<file path="src/rtl/flash_cmd_pkg.sv">
// Shared encodings for the flash command decoder.
// Assumes command bytes are carried on data bits 7:0.
package flash_cmd_pkg;

    typedef enum logic [2:0] {
        OP_NONE      = 3'd0,
        OP_RESET     = 3'd1,
        OP_AUTOSEL   = 3'd2,
        OP_PROGRAM   = 3'd3,
        OP_ERASE     = 3'd4,
        OP_BYP_ENTER = 3'd5,
        OP_BYP_EXIT  = 3'd6
    } op_e;

    typedef enum logic [1:0] {
        MODE_READ    = 2'd0,
        MODE_AUTOSEL = 2'd1,
        MODE_BYPASS  = 2'd2
    } mode_e;

    typedef enum logic [3:0] {
        S_IDLE, S_UNL1, S_UNL2, S_PGM_DATA,
        S_ERS1, S_ERS2, S_ERS3,
        S_BYP_IDLE, S_BYP_PGM, S_BYP_EXIT
    } seq_e;

    localparam logic [7:0] CMD_KEY1      = 8'hAA;
    localparam logic [7:0] CMD_KEY2      = 8'h55;
    localparam logic [7:0] CMD_RESET     = 8'hF0;
    localparam logic [7:0] CMD_AUTOSEL   = 8'h90;
    localparam logic [7:0] CMD_PROGRAM   = 8'hA0;
    localparam logic [7:0] CMD_ERASE_SET = 8'h80;
    localparam logic [7:0] CMD_CHIP_ERS  = 8'h10;
    localparam logic [7:0] CMD_BYPASS    = 8'h20;
    localparam logic [7:0] CMD_BYP_QUIT  = 8'h00;

endpackage

</file>
<file path="src/rtl/flash_cmd_seq.sv">
// Sequence tracker: steps through unlock prefixes and bypass sub-commands on
// each accepted write, and reports the operation completed by that write.
// Assumes 'accept' is already gated by the busy flag.
module flash_cmd_seq
    import flash_cmd_pkg::*;
#(
    parameter int ADDR_W = 18,
    parameter int KEY1_A = 'h555,
    parameter int KEY2_A = 'h2AA
) (
    input  logic              clk,
    input  logic              rst_n,
    input  logic              accept,
    input  logic [ADDR_W-1:0] addr,
    input  logic [7:0]        cmd,
    output op_e               issue_op,
    output mode_e             mode
);
    localparam logic [ADDR_W-1:0] A1 = ADDR_W'(KEY1_A);
    localparam logic [ADDR_W-1:0] A2 = ADDR_W'(KEY2_A);

    seq_e  state, nxt_state;
    mode_e nxt_mode;
    logic  key1_ok, key2_ok;

    assign key1_ok = (cmd == CMD_KEY1) && (addr == A1);
    assign key2_ok = (cmd == CMD_KEY2) && (addr == A2);

    // Next state, next mode and completed operation for one accepted write.
    always_comb begin
        nxt_state = state;
        nxt_mode  = mode;
        issue_op  = OP_NONE;
        if (accept) begin
            nxt_state = S_IDLE;
            nxt_mode  = MODE_READ;
            unique case (state)
                S_IDLE: begin
                    if (cmd == CMD_RESET) begin
                        issue_op = OP_RESET;
                    end else if (key1_ok) begin
                        nxt_state = S_UNL1;
                        nxt_mode  = mode;
                    end
                end
                S_UNL1: if (key2_ok) begin
                    nxt_state = S_UNL2;
                    nxt_mode  = mode;
                end
                S_UNL2: if (addr == A1) begin
                    if (cmd == CMD_RESET) begin
                        issue_op = OP_RESET;
                    end else if (cmd == CMD_AUTOSEL) begin
                        issue_op = OP_AUTOSEL;
                        nxt_mode = MODE_AUTOSEL;
                    end else if (cmd == CMD_PROGRAM) begin
                        nxt_state = S_PGM_DATA;
                        nxt_mode  = mode;
                    end else if (cmd == CMD_ERASE_SET) begin
                        nxt_state = S_ERS1;
                        nxt_mode  = mode;
                    end else if (cmd == CMD_BYPASS) begin
                        issue_op  = OP_BYP_ENTER;
                        nxt_state = S_BYP_IDLE;
                        nxt_mode  = MODE_BYPASS;
                    end
                end
                S_PGM_DATA: issue_op = OP_PROGRAM;
                S_ERS1: if (key1_ok) begin
                    nxt_state = S_ERS2;
                    nxt_mode  = mode;
                end
                S_ERS2: if (key2_ok) begin
                    nxt_state = S_ERS3;
                    nxt_mode  = mode;
                end
                S_ERS3: if (cmd == CMD_CHIP_ERS && addr == A1) begin
                    issue_op = OP_ERASE;
                end
                S_BYP_IDLE: begin
                    if (cmd == CMD_PROGRAM) begin
                        nxt_state = S_BYP_PGM;
                        nxt_mode  = MODE_BYPASS;
                    end else if (cmd == CMD_AUTOSEL) begin
                        nxt_state = S_BYP_EXIT;
                        nxt_mode  = MODE_BYPASS;
                    end
                end
                S_BYP_PGM: begin
                    issue_op  = OP_PROGRAM;
                    nxt_state = S_BYP_IDLE;
                    nxt_mode  = MODE_BYPASS;
                end
                S_BYP_EXIT: if (cmd == CMD_BYP_QUIT) begin
                    issue_op = OP_BYP_EXIT;
                end
                default: ;
            endcase
        end
    end

    // Sequence state and interface mode registers.
    always_ff @(posedge clk) begin
        if (!rst_n) begin
            state <= S_IDLE;
            mode  <= MODE_READ;
        end else begin
            state <= nxt_state;
            mode  <= nxt_mode;
        end
    end

endmodule

</file>
<file path="src/rtl/flash_cmd_busy.sv">
// Engine busy flag: set when a program or erase is started, cleared by done.
// Assumes start can only occur while the flag is clear.
module flash_cmd_busy (
    input  logic clk,
    input  logic rst_n,
    input  logic start,
    input  logic done,
    output logic busy
);
    // Hold busy from engine start until the engine reports completion.
    always_ff @(posedge clk) begin
        if (!rst_n)     busy <= 1'b0;
        else if (start) busy <= 1'b1;
        else if (done)  busy <= 1'b0;
    end
endmodule

</file>
<file path="src/rtl/flash_cmd_issue.sv">
// Request register: turns a completed operation into a one-cycle pulse that
// carries the completing write's address and data.
module flash_cmd_issue
    import flash_cmd_pkg::*;
#(
    parameter int ADDR_W = 18,
    parameter int DATA_W = 16
) (
    input  logic              clk,
    input  logic              rst_n,
    input  op_e               issue_op,
    input  logic [ADDR_W-1:0] addr,
    input  logic [DATA_W-1:0] data,
    output logic              op_valid,
    output logic [2:0]        op_code,
    output logic [ADDR_W-1:0] op_addr,
    output logic [DATA_W-1:0] op_data
);
    // Register the pulse and code every cycle; payload only on a request.
    always_ff @(posedge clk) begin
        if (!rst_n) begin
            op_valid <= 1'b0;
            op_code  <= OP_NONE;
            op_addr  <= '0;
            op_data  <= '0;
        end else begin
            op_valid <= (issue_op != OP_NONE);
            op_code  <= issue_op;
            if (issue_op != OP_NONE) begin
                op_addr <= addr;
                op_data <= data;
            end
        end
    end
endmodule

</file>
<file path="src/rtl/flash_cmd_decoder.sv">
// Top of the flash command decoder. Drops writes while the engine is busy,
// tracks command sequences and issues registered one-cycle requests.
// Assumes word (x16) addressing and one bus write per cycle.
module flash_cmd_decoder
    import flash_cmd_pkg::*;
#(
    parameter int ADDR_W = 18,
    parameter int DATA_W = 16
) (
    input  logic              clk,
    input  logic              rst_n,
    input  logic              wr_en,
    input  logic [ADDR_W-1:0] wr_addr,
    input  logic [DATA_W-1:0] wr_data,
    input  logic              eng_done,
    output logic              op_valid,
    output logic [2:0]        op_code,
    output logic [ADDR_W-1:0] op_addr,
    output logic [DATA_W-1:0] op_data,
    output logic              busy,
    output logic [1:0]        mode
);
    logic  accept, eng_start;
    op_e   issue_op;
    mode_e cur_mode;

    assign accept    = wr_en && !busy;
    assign eng_start = (issue_op == OP_PROGRAM) || (issue_op == OP_ERASE);
    assign mode      = cur_mode;

    flash_cmd_seq #(.ADDR_W(ADDR_W)) u_seq (
        .clk(clk), .rst_n(rst_n), .accept(accept), .addr(wr_addr),
        .cmd(wr_data[7:0]), .issue_op(issue_op), .mode(cur_mode)
    );

    flash_cmd_busy u_busy (
        .clk(clk), .rst_n(rst_n), .start(eng_start), .done(eng_done), .busy(busy)
    );

    flash_cmd_issue #(.ADDR_W(ADDR_W), .DATA_W(DATA_W)) u_issue (
        .clk(clk), .rst_n(rst_n), .issue_op(issue_op), .addr(wr_addr),
        .data(wr_data), .op_valid(op_valid), .op_code(op_code),
        .op_addr(op_addr), .op_data(op_data)
    );

endmodule

</file>
<file path="config.mk">
export PLATFORM = sky130hd
export DESIGN_NAME = flash_cmd_decoder
export DESIGN_NICKNAME = d
export VERILOG_FILES = /design/src/rtl/flash_cmd_pkg.sv /design/src/rtl/flash_cmd_seq.sv /design/src/rtl/flash_cmd_busy.sv /design/src/rtl/flash_cmd_issue.sv /design/src/rtl/flash_cmd_decoder.sv
export SDC_FILE = /design/constraint.sdc
export NUM_CORES = 1
export LEC_CHECK = 0
export BUFFER_PORTS_ARGS = -buffer_cell sky130_fd_sc_hd__buf_4
export CAP_MARGIN = 0
export CELL_PAD_IN_SITES_DETAIL_PLACEMENT = 0
export CELL_PAD_IN_SITES_GLOBAL_PLACEMENT = 2
export CORE_ASPECT_RATIO = 1.25
export CORE_UTILIZATION = 31
export DETAILED_ROUTE_END_ITERATION = 10
export GPL_TIMING_DRIVEN = 0
export PLACE_DENSITY_LB_ADDON = 0.12
export REMOVE_ABC_BUFFERS = 1
export SLEW_MARGIN = 20
export SYNTH_ARGS = -nofsm -noshare
export SYNTH_HDL_FRONTEND = slang
export SYNTH_SLANG_ARGS = --single-unit
</file>
<file path="constraint.sdc">
create_clock -name clk -period 6.7 [get_ports clk]
set_clock_uncertainty 0.1 [all_clocks]
set_input_delay 0.67 -clock clk [delete_from_list [all_inputs] [get_ports clk]]
set_output_delay 0.67 -clock clk [all_outputs]
set_load 0.05 [all_outputs]
</file>
== Word level (Yosys, flattened, before mapping) ==
Index checks and enable logic that the tools add are counted.

* Register bits after elaboration: 45
* Latch bits: 0
* RAM bits: 0
* ROM bits: 0
* Input bits: 38
* Output and inout bits: 41
* Logic and storage cells: 83
* Memories kept: 0

* Add/subtract/negate cells: 0
* $mul: 0
* Div/mod/pow operators: 0
* Magnitude comparators: 0
* Equality and inequality tests: 24
* Shift operators: 0
* Multiplexer cells: 39
* Bitwise gates (word level): 0
* Reductions and logical operators: 13

{| class="wikitable"
|+ Operator list
! kind !! number
|-
| equality test 8 bit (second input constant) || 5
|-
| two-way mux 3 bit || 12
|-
| two-way mux 4 bit || 8
|-
| case mux 4 bit (7 select lines) || 1
|-
| two-way mux 2 bit || 12
|-
| equality test 18 x 10 -> 1 bit (second input constant) || 1
|-
| equality test 18 x 11 -> 1 bit (second input constant) || 1
|-
| equality test 4 x 3 -> 1 bit (second input constant) || 4
|-
| case mux 3 bit (5 select lines) || 1
|-
| case mux 2 bit (6 select lines) || 1
|-
| inequality test 5 bit (second input constant) || 2
|-
| equality test 4 x 2 -> 1 bit (second input constant) || 2
|-
| equality test 4 bit (second input constant) || 2
|-
| equality test 8 x 5 -> 1 bit (second input constant) || 1
|-
| equality test 8 x 6 -> 1 bit (second input constant) || 1
|-
| equality test 8 x 7 -> 1 bit (second input constant) || 1
|-
| logical NOT 8 bit || 1
|-
| equality test 4 x 1 -> 1 bit (second input constant) || 1
|-
| logical AND 1 bit || 4
|-
| logical NOT 4 bit || 1
|-
| two-way mux 1 bit || 4
|-
| AND reduction 4 bit || 1
|-
| OR reduction 2 bit || 2
|-
| equality test 3 x 2 -> 1 bit (second input constant) || 1
|-
| 6 further kinds || 6
|}

== Logic depth before layout (Yosys ltp) ==
Gate-level depths: netlist (run 1).

* Depth after elaboration: 12
* Depth in mapped cells: 9
* Depth with buffers taken out: 6

== By module ==
A second synthesis (run 1) with hierarchy kept.

* Cells, all modules: 279
* Area, all modules: 2422.3 um2

{| class="wikitable"
|+ Modules (own cells, without submodules)
! module !! instances !! cells each !! area an instance (um2) !! sequential area each (um2)
|-
| flash_cmd_issue || 1 || 157 || 1506.4 || 760.7
|-
| flash_cmd_seq || 1 || 115 || 845.8 || 120.1
|-
| flash_cmd_busy || 1 || 3 || 41.3 || 20.0
|-
| flash_cmd_decoder || 1 || 4 || 28.8 || 0.0
|}

== Least setup slack after synthesis (run 1) ==
Ideal clock, no wire load.

* Path type: in2reg
* From: input port wr_addr[5]
* To: register u_issue.op_addr[10]
* Setup time: 0.120 ns
* Arrival: 2.218 ns
* Required time: 6.480 ns
* Path slack: 4.263 ns
* Stages on the path: 8
* Path buffers: 2
* Path through: or4b_1 > nor3_1 > nand2_1 > a2bb2oi_1 > o211a_1 > buf_6 > buf_6 > mux2i_1

* Longest elaborated chain between the ends: 6
* Elaborated cells between the ends (all ways): 7
* Those cells by class: eq/ne: 1; mux: 4; reduce/logical: 2

{| class="wikitable"
|+ Ends and longest elaborated chain
! item !! line !! source
|-
| from (decl) || flash_cmd_decoder.sv:13 || <nowiki>input logic [ADDR_W-1:0] wr_addr,</nowiki>
|-
| equality test 18 x 11 -> 1 bit (*) || flash_cmd_seq.sv:50, flash_cmd_seq.sv:77 ||
|-
| logical AND 1 bit || flash_cmd_seq.sv:77 || <nowiki>S_ERS3: if (cmd == CMD_CHIP_ERS && addr == A1) begin</nowiki>
|-
| two-way mux 3 bit || flash_cmd_seq.sv:77 ||
|-
| case mux 3 bit (5 select lines) (*) || flash_cmd_seq.sv:37 || <nowiki>unique case (state)</nowiki>
|-
| two-way mux 3 bit (*) || flash_cmd_seq.sv:34 || <nowiki>if (accept) begin</nowiki>
|-
| nonzero test 3 bit (*) || flash_cmd_issue.sv:29 || <nowiki>if (issue_op != OP_NONE) begin</nowiki>
|-
| to (signal assigned) || flash_cmd_issue.sv:30 || <nowiki>op_addr <= addr;</nowiki>
|-
| to (decl) || flash_cmd_issue.sv:16 || <nowiki>output logic [ADDR_W-1:0] op_addr,</nowiki>
|}

Every way passes the cells marked *; elsewhere a longest branch is shown, timed or not.
A chain may end at the register's enable or synchronous reset.

== Worst setup path in the final report (run 1) ==
* From: input port wr_data[0]
* To: register u_issue.op_data[6]

* Longest elaborated chain between the ends: 10
* Elaborated cells between the ends (all ways): 20
* Those cells by class: eq/ne: 6; mux: 11; reduce/logical: 3

{| class="wikitable"
|+ Ends and longest elaborated chain
! item !! line !! source
|-
| from (decl) || flash_cmd_decoder.sv:14 || <nowiki>input logic [DATA_W-1:0] wr_data,</nowiki>
|-
| equality test 8 x 6 -> 1 bit || flash_cmd_seq.sv:62 || <nowiki>end else if (cmd == CMD_BYPASS) begin</nowiki>
|-
| two-way mux 3 bit || flash_cmd_seq.sv:62 ||
|-
| two-way mux 3 bit || flash_cmd_seq.sv:59 || <nowiki>end else if (cmd == CMD_ERASE_SET) begin</nowiki>
|-
| two-way mux 3 bit || flash_cmd_seq.sv:56 || <nowiki>end else if (cmd == CMD_PROGRAM) begin</nowiki>
|-
| two-way mux 3 bit || flash_cmd_seq.sv:53 || <nowiki>end else if (cmd == CMD_AUTOSEL) begin</nowiki>
|-
| two-way mux 3 bit || flash_cmd_seq.sv:51 || <nowiki>if (cmd == CMD_RESET) begin</nowiki>
|-
| two-way mux 3 bit || flash_cmd_seq.sv:50 || <nowiki>S_UNL2: if (addr == A1) begin</nowiki>
|-
| case mux 3 bit (5 select lines) (*) || flash_cmd_seq.sv:37 ||
|-
| two-way mux 3 bit (*) || flash_cmd_seq.sv:34 ||
|-
| nonzero test 3 bit (*) || flash_cmd_issue.sv:29 ||
|-
| to (signal assigned) || flash_cmd_issue.sv:31 || <nowiki>op_data <= data;</nowiki>
|-
| to (decl) || flash_cmd_issue.sv:17 || <nowiki>output logic [DATA_W-1:0] op_data</nowiki>
|}

Marked as above.

==> metrics.txt, run 1 <==
status=finished, final reports clean; Core ar.=7440 sq um; CP startpoint kind=input pin; top_reg_cell synth=dfxtp_1; ant diodes=0; Crit path largest cell delay=0.65 ns; RSZ-0062 raised after global routing=false; Synth Cell Area=2410 sq um; post-DP HPWL=4680 microns; final worst path period share=41.0%; Post-synth EDFFs=0; H-tree depth=2; post-synth top area share=37.4%; Critical Path End Type=flip-flop; Max transition margin=44.9%; Antenna Nets Post-Route=0; fraction of layout cells with a size suffix above 1=26.8%; final net count=388; initial antenna violation count=0; Pwr per Cell Area=170 nW/um^2; met2 Use GR=29.5%; yosys warns=0; FF+latch count, synth=45; critical path, cell by cell=buf_4 > nor4_4 > nand3_1 > nor4b_2 > o21ai_2 > o211a_4 > mux2i_1; Mean Syn Cell Area=8.48 sq um; register area share after synthesis=37.4%; clk buf depth=2; vias in the first global route=2113; Max Clk Rate=0.364 GHz; GR Util All Layers=16.5%; CTS root buffer=clkbuf_8; Worst Path Required=6.83 ns; Die Span Y=101 microns; # Post-CTS Setup Buffers=0; IO Port Bufs=78; CTS tree=yes; Initial Util=32.3%; max_cap viols=0; first-pass GRT wire length=10200 microns; GR Util met1=19.0%; Die X=80.8 microns; DRC violations left=0; drt first-iter violations=70; synth top area cells=dfxtp_1, mux2i_1, nand2_1, buf_6, nor2_1; clock tree sinks=45; via count=2186; distinct cell type count after synthesis=48; crit path max-delay cell type=o211a_4; Worst Tran Pin Value=0.819 ns; DR WL/cell=14.7 microns; DRT Wirelength=6500 microns; final worst path period need=2.75 ns; CTS hold repair buffers=0; Setup TNS=0 ns; Final Hold Slack=0.363 ns; Peak supply drop=0.0892 mV; Pleak=1.43 nW; final hold vios=0; Area Overhead vs Synth=29.4%; post-CTS sizing=0; cell area after layout=3110 sq um; vias per inst=4.93; ys async rst share=0%; most common cell in the synthesized netlist=nand2_1; Worst-path clk slew=0.09 ns; WP buf/inv=1; critical path class=input pin to flip-flop; Rows=35; Overflow after GRT=0; area of the multi-input gates=1390 sq um; Placer Congestion=0.825; pins over their slew limit=0; GRT Max-Usage Layer=met2; setup violators final=0; FILL cells=806; met3 Usage GRT=3.89%; critical path arrival=2.88 ns; Initial DRT Pass Iterations=4; Die ar.=8120 sq um; Final Core Density=41.8%; CTS buffer count=5; Gate Count Post-Synth=284; Reg area=901 sq um; Synth top cells by count=nand2_1, dfxtp_1, mux2i_1; I/O Pins=79; top cell type by total area after synthesis=dfxtp_1; CP Max Fanout=35; largest net degree at the start of global routing=75; DP Area=3000 sq um; CP delay by family, top=simple AND/OR/NAND/NOR gates; worst hold path class=flip-flop to flip-flop; Worst-Skew Late Latency=0.30 ns
[per-layer routing]
metal	part of all wire, %	vias up
li1	-	1130
met1	43	1004
met2	52	47
met3	4.4	5
met4	1.2	0
met5	0	-
[state kept, by name, summed over array words and instances (netlist names)]
register,flops
u_busy.busy,1
u_seq.mode,2
u_issue.op_addr,18
u_seq.state,4
u_issue.op_code,3
u_issue.op_data,16
u_issue.op_valid,1
[where the power goes]
part / total (mW) / switching [mW] / internal (mW)
clock network: 0.212 / 0.0995 / 0.112
logic: 0.0489 / 0.0273 / 0.0216
registers: 0.268 / 0.000133 / 0.267
[cells by family (layout without fill, tap and decap cells)]
family,after synthesis,in the layout,share of synthesized area (%)
simple gates,147,147,31.5
mux,34,34,14.1
buf+inv,23,90,5.30
flops,45,45,37.4
compound gates,34,34,11.2
fa+ha+maj,1,1,0.416
[placed cells by master (no fill, tap or decap), drive strengths merged, types with 2 or more instances in the layout]
cell type | netlist | final
buf | 6 | 78
nand2 | 73 | 73
dfxtp | 45 | 45
mux2i | 34 | 34
nor2 | 14 | 14
nand3 | 10 | 10
nor3 | 9 | 9
o21a | 7 | 7
o21ai | 7 | 7
nand4 | 6 | 6
clkbuf | 13 | 6
nor4 | 6 | 6
a21oi | 5 | 5
inv | 4 | 4
nor4b | 4 | 4
nor2b | 3 | 3
and3 | 3 | 3
nand3b | 3 | 3
nand4b | 3 | 3
and2 | 2 | 2
nand2b | 2 | 2
o211ai | 2 | 2
nand4bb | 2 | 2
or3 | 2 | 2
nor4bb | 2 | 2
o21bai | 2 | 2
[area by class of cell]
type	instances	share of cell area [%]
clock buffers	6	2.33
clock inverters	2	1.25
inverters	4	0.482
multi-input cells	216	44.5
flip-flops and latches	45	28.9
well taps	92	3.70
repair buffers	78	18.8
[final timing paths]
kind	slack [ns]	to	cells after the start	from
setup reg to reg	4.05	u_issue.op_data[6]	6	u_seq.state[0]
hold reg to reg	0.36	u_issue.op_addr[6]	2	u_issue.op_addr[6]
hold / removal	0.36	u_issue.op_addr[6]	2	u_issue.op_addr[6]
setup / recovery	3.95	u_issue.op_data[6]	7	wr_data[0]
[metrics by stage]
step,setup WS (ns),std cells,power [mW]
final,3.95,443,0.528
after global routing,3.77,443,0.553
after CTS,3.94,443,0.538
after detailed placement,3.63,435,0.323
after global placement,2.80,435,0.323
after floorplan,3.60,265,0.289
[worst min-delay path, cell delays in order, from the launching register on]
cell,delay [ns]
dfxtp_1,0.32
nand2_1,0.05
mux2i_1,0.05
Note: power is estimated with default switching activity, not from simulation.
==> run 2: changes to the inputs <==
--- a/config.mk
+++ b/config.mk
@@ -10,7 +10,7 @@
 export CELL_PAD_IN_SITES_DETAIL_PLACEMENT = 0
 export CELL_PAD_IN_SITES_GLOBAL_PLACEMENT = 2
 export CORE_ASPECT_RATIO = 1.25
-export CORE_UTILIZATION = 31
+export CORE_UTILIZATION = 29
 export DETAILED_ROUTE_END_ITERATION = 10
 export GPL_TIMING_DRIVEN = 0
 export PLACE_DENSITY_LB_ADDON = 0.12
==> constraint.sdc (replaced) <==
create_clock -name clk -period 2.55 [get_ports clk]
set_clock_uncertainty 0.1 [all_clocks]
set_input_delay 0.255 -clock clk [delete_from_list [all_inputs] [get_ports clk]]
set_output_delay 0.255 -clock clk [all_outputs]
set_load 0.05 [all_outputs]
==> metrics.txt, run 2 (synthesis results as in run 1) <==
vias in the first global route=2162; vias per inst=5.00; setup violators final=0; Hold Crit Start=wr_data[12]; CP Max Fanout=18; Worst Slack Setup Final=0.202 ns; Die Span Y=104 microns; H-tree depth=2; clk buf depth=2; critical path depth=6; Psw=0.342 mW; Worst-Skew Late Latency=0.30 ns; max_cap viols=0; Worst-path clk slew=0.10 ns; critical path class=flip-flop to flip-flop; initial antenna violation count=0; RSZ-0062 raised after global routing=false; Worst Setup SP=u_seq.state[2]; Largest register FFs=18; Initial DRT Pass Iterations=4; Placer Congestion=0.794; CTS tree=yes; Area Overhead vs Synth=31.5%; Peak supply drop=0.248 mV; reg2reg setup slack=0.20 ns; clock tree sinks=45; FF-to-FF Start=u_seq.state[2]; Rows=36; Worst R2R Path Depth=6; commonest non-fill, non-tap cells in the layout=buf_4, nand2_1, dfxtp_1; CTS buffer count=5; Setup TNS=0 ns; Flop pwr share=50.1%; Overflow after GRT=0; pins over their slew limit=0; Setup crit end=u_issue.op_addr[3]; final worst path period share=92.1%; Cell Int Power=1.06 mW; overall power consumption=1.40 mW; first-pass GRT wire length=11200 microns; Worst Tran Pin Value=0.819 ns; CP delay by family, top=compound AO/OA/AOI/OAI gates; Largest regs=u_issue.op_addr: 18 flops, u_issue.op_data: 16 flops, u_seq.state: 4 flops; ant diodes=0; I/O Pins=79; Gate power share=9.3%; Crit path largest cell delay=0.47 ns; Final Hold Slack=0.0904 ns; GR Util All Layers=16.1%; WP buf/inv=1; post-DP HPWL=4680 microns; final hold vios=0; DRT Wirelength=6900 microns; Die ar.=8670 sq um; DP Area=3010 sq um; CTS root buffer=clkbuf_8; part of the power in the clock network=40.6%; Largest Register=u_issue.op_addr; CP startpoint kind=flip-flop; Worst R2R End=u_issue.op_addr[3]; largest net degree at the start of global routing=75; most common cell after layout, fill and taps aside=buf_4; critical path, cell by cell=o21bai_4 > a2111oi_4 > inv_2 > o32a_1 > o211a_4 > mux2i_1; DP Worst Slack=-0.154 ns; IO Port Bufs=78; Pwr per Cell Area=443 nW/um^2; CTS hold repair buffers=0; Antenna Nets Post-Route=0; worst hold path class=input pin to flip-flop; Max transition margin=44.9%; via count=2246; Worst Path Required=2.63 ns; status=finished, final reports clean; crit path max-delay cell type=dfxtp_1; Critical Path End Type=flip-flop; critical path arrival=2.43 ns; Max Clk Rate=0.426 GHz; DRC violations left=0; fraction of layout cells with a size suffix above 1=28.8%; final net count=391; DR WL/cell=15.4 microns; cell area after layout=3170 sq um; sw frac=24.4%; Die X=83.5 microns; Core ar.=7930 sq um; WHS Path Cells=3; drt first-iter violations=85; final worst path period need=2.35 ns; Pleak=1.45 nW; Initial Util=30.4%
run 2: changes by cell type in the layout (fill, tap and decap cells not counted), sizes merged:
cell,before,now
o211a,1,2
buf,78,80
clkinv,1,0
clkbuf,6,5
inv,4,6
run 2: area by class of cell:
class | instances | area (sq um)
Clock inverter | 3 | 47.5
Clock buffer | 5 | 68.8
Fill cell | 864 | 4760
Multi-Input combinational cell | 217 | 1410
Timing Repair Buffer | 80 | 601
Sequential cell | 45 | 905
Inverter | 4 | 15.0
Tap cell | 95 | 119
run 2: stage by stage:
stage,instances,utilization (%)
after detailed placement,438,37.9
after floorplan,265,-
final,449,39.9
after global routing,449,39.9
after CTS,447,39.7
after global placement,438,37.8
run 2: what timing repair did:
action / in CTS / in global routing
setup buffers: 0 / 2
pin swaps: 1 / 1
setup endpoints to repair: 35 / 34
gates resized for setup: 4 / 1
cloned: 1 / 0
run 2: power groups by stage:
stage                     sequential [mW]  combinational [mW]  clock [mW]
final                               0.703               0.131       0.569
after global routing                0.703               0.145       0.619
after CTS                           0.703               0.130       0.594
after detailed placement            0.720               0.129           0
after global placement              0.720               0.128           0
after floorplan                     0.722              0.0366           0
run 2: per-layer routing:
layer / vias up / track usage [%] / wire length (microns)
li1: 1146 / - / -
met1: 1038 / 19.5 / 3120
met2: 52 / 28.0 / 3340
met3: 10 / 3.65 / 322
met4: 0 / 5.21 / 121
met5: - / 0 / 0
run 2: worst register-to-register path: stages, from the launching register on:
cell and delay, ns:
dfxtp_1 0.47, o21bai_4 0.26, a2111oi_4 0.37, inv_2 0.13, o32a_1 0.44, o211a_4 0.29, mux2i_1 0.18
run 2: how the worst min path moves through the flow:
stage | slack (ns) | endpoint
6_report | 0.09 | u_issue.op_data[12]
5_1_grt | 0.08 | u_issue.op_data[11]
4_1_cts | 0.08 | u_issue.op_data[12]
3_5_place_dp | 0.35 | u_issue.op_data[13]
3_3_place_gp | 0.34 | u_issue.op_data[8]
2_1_floorplan | 0.27 | u_busy.busy
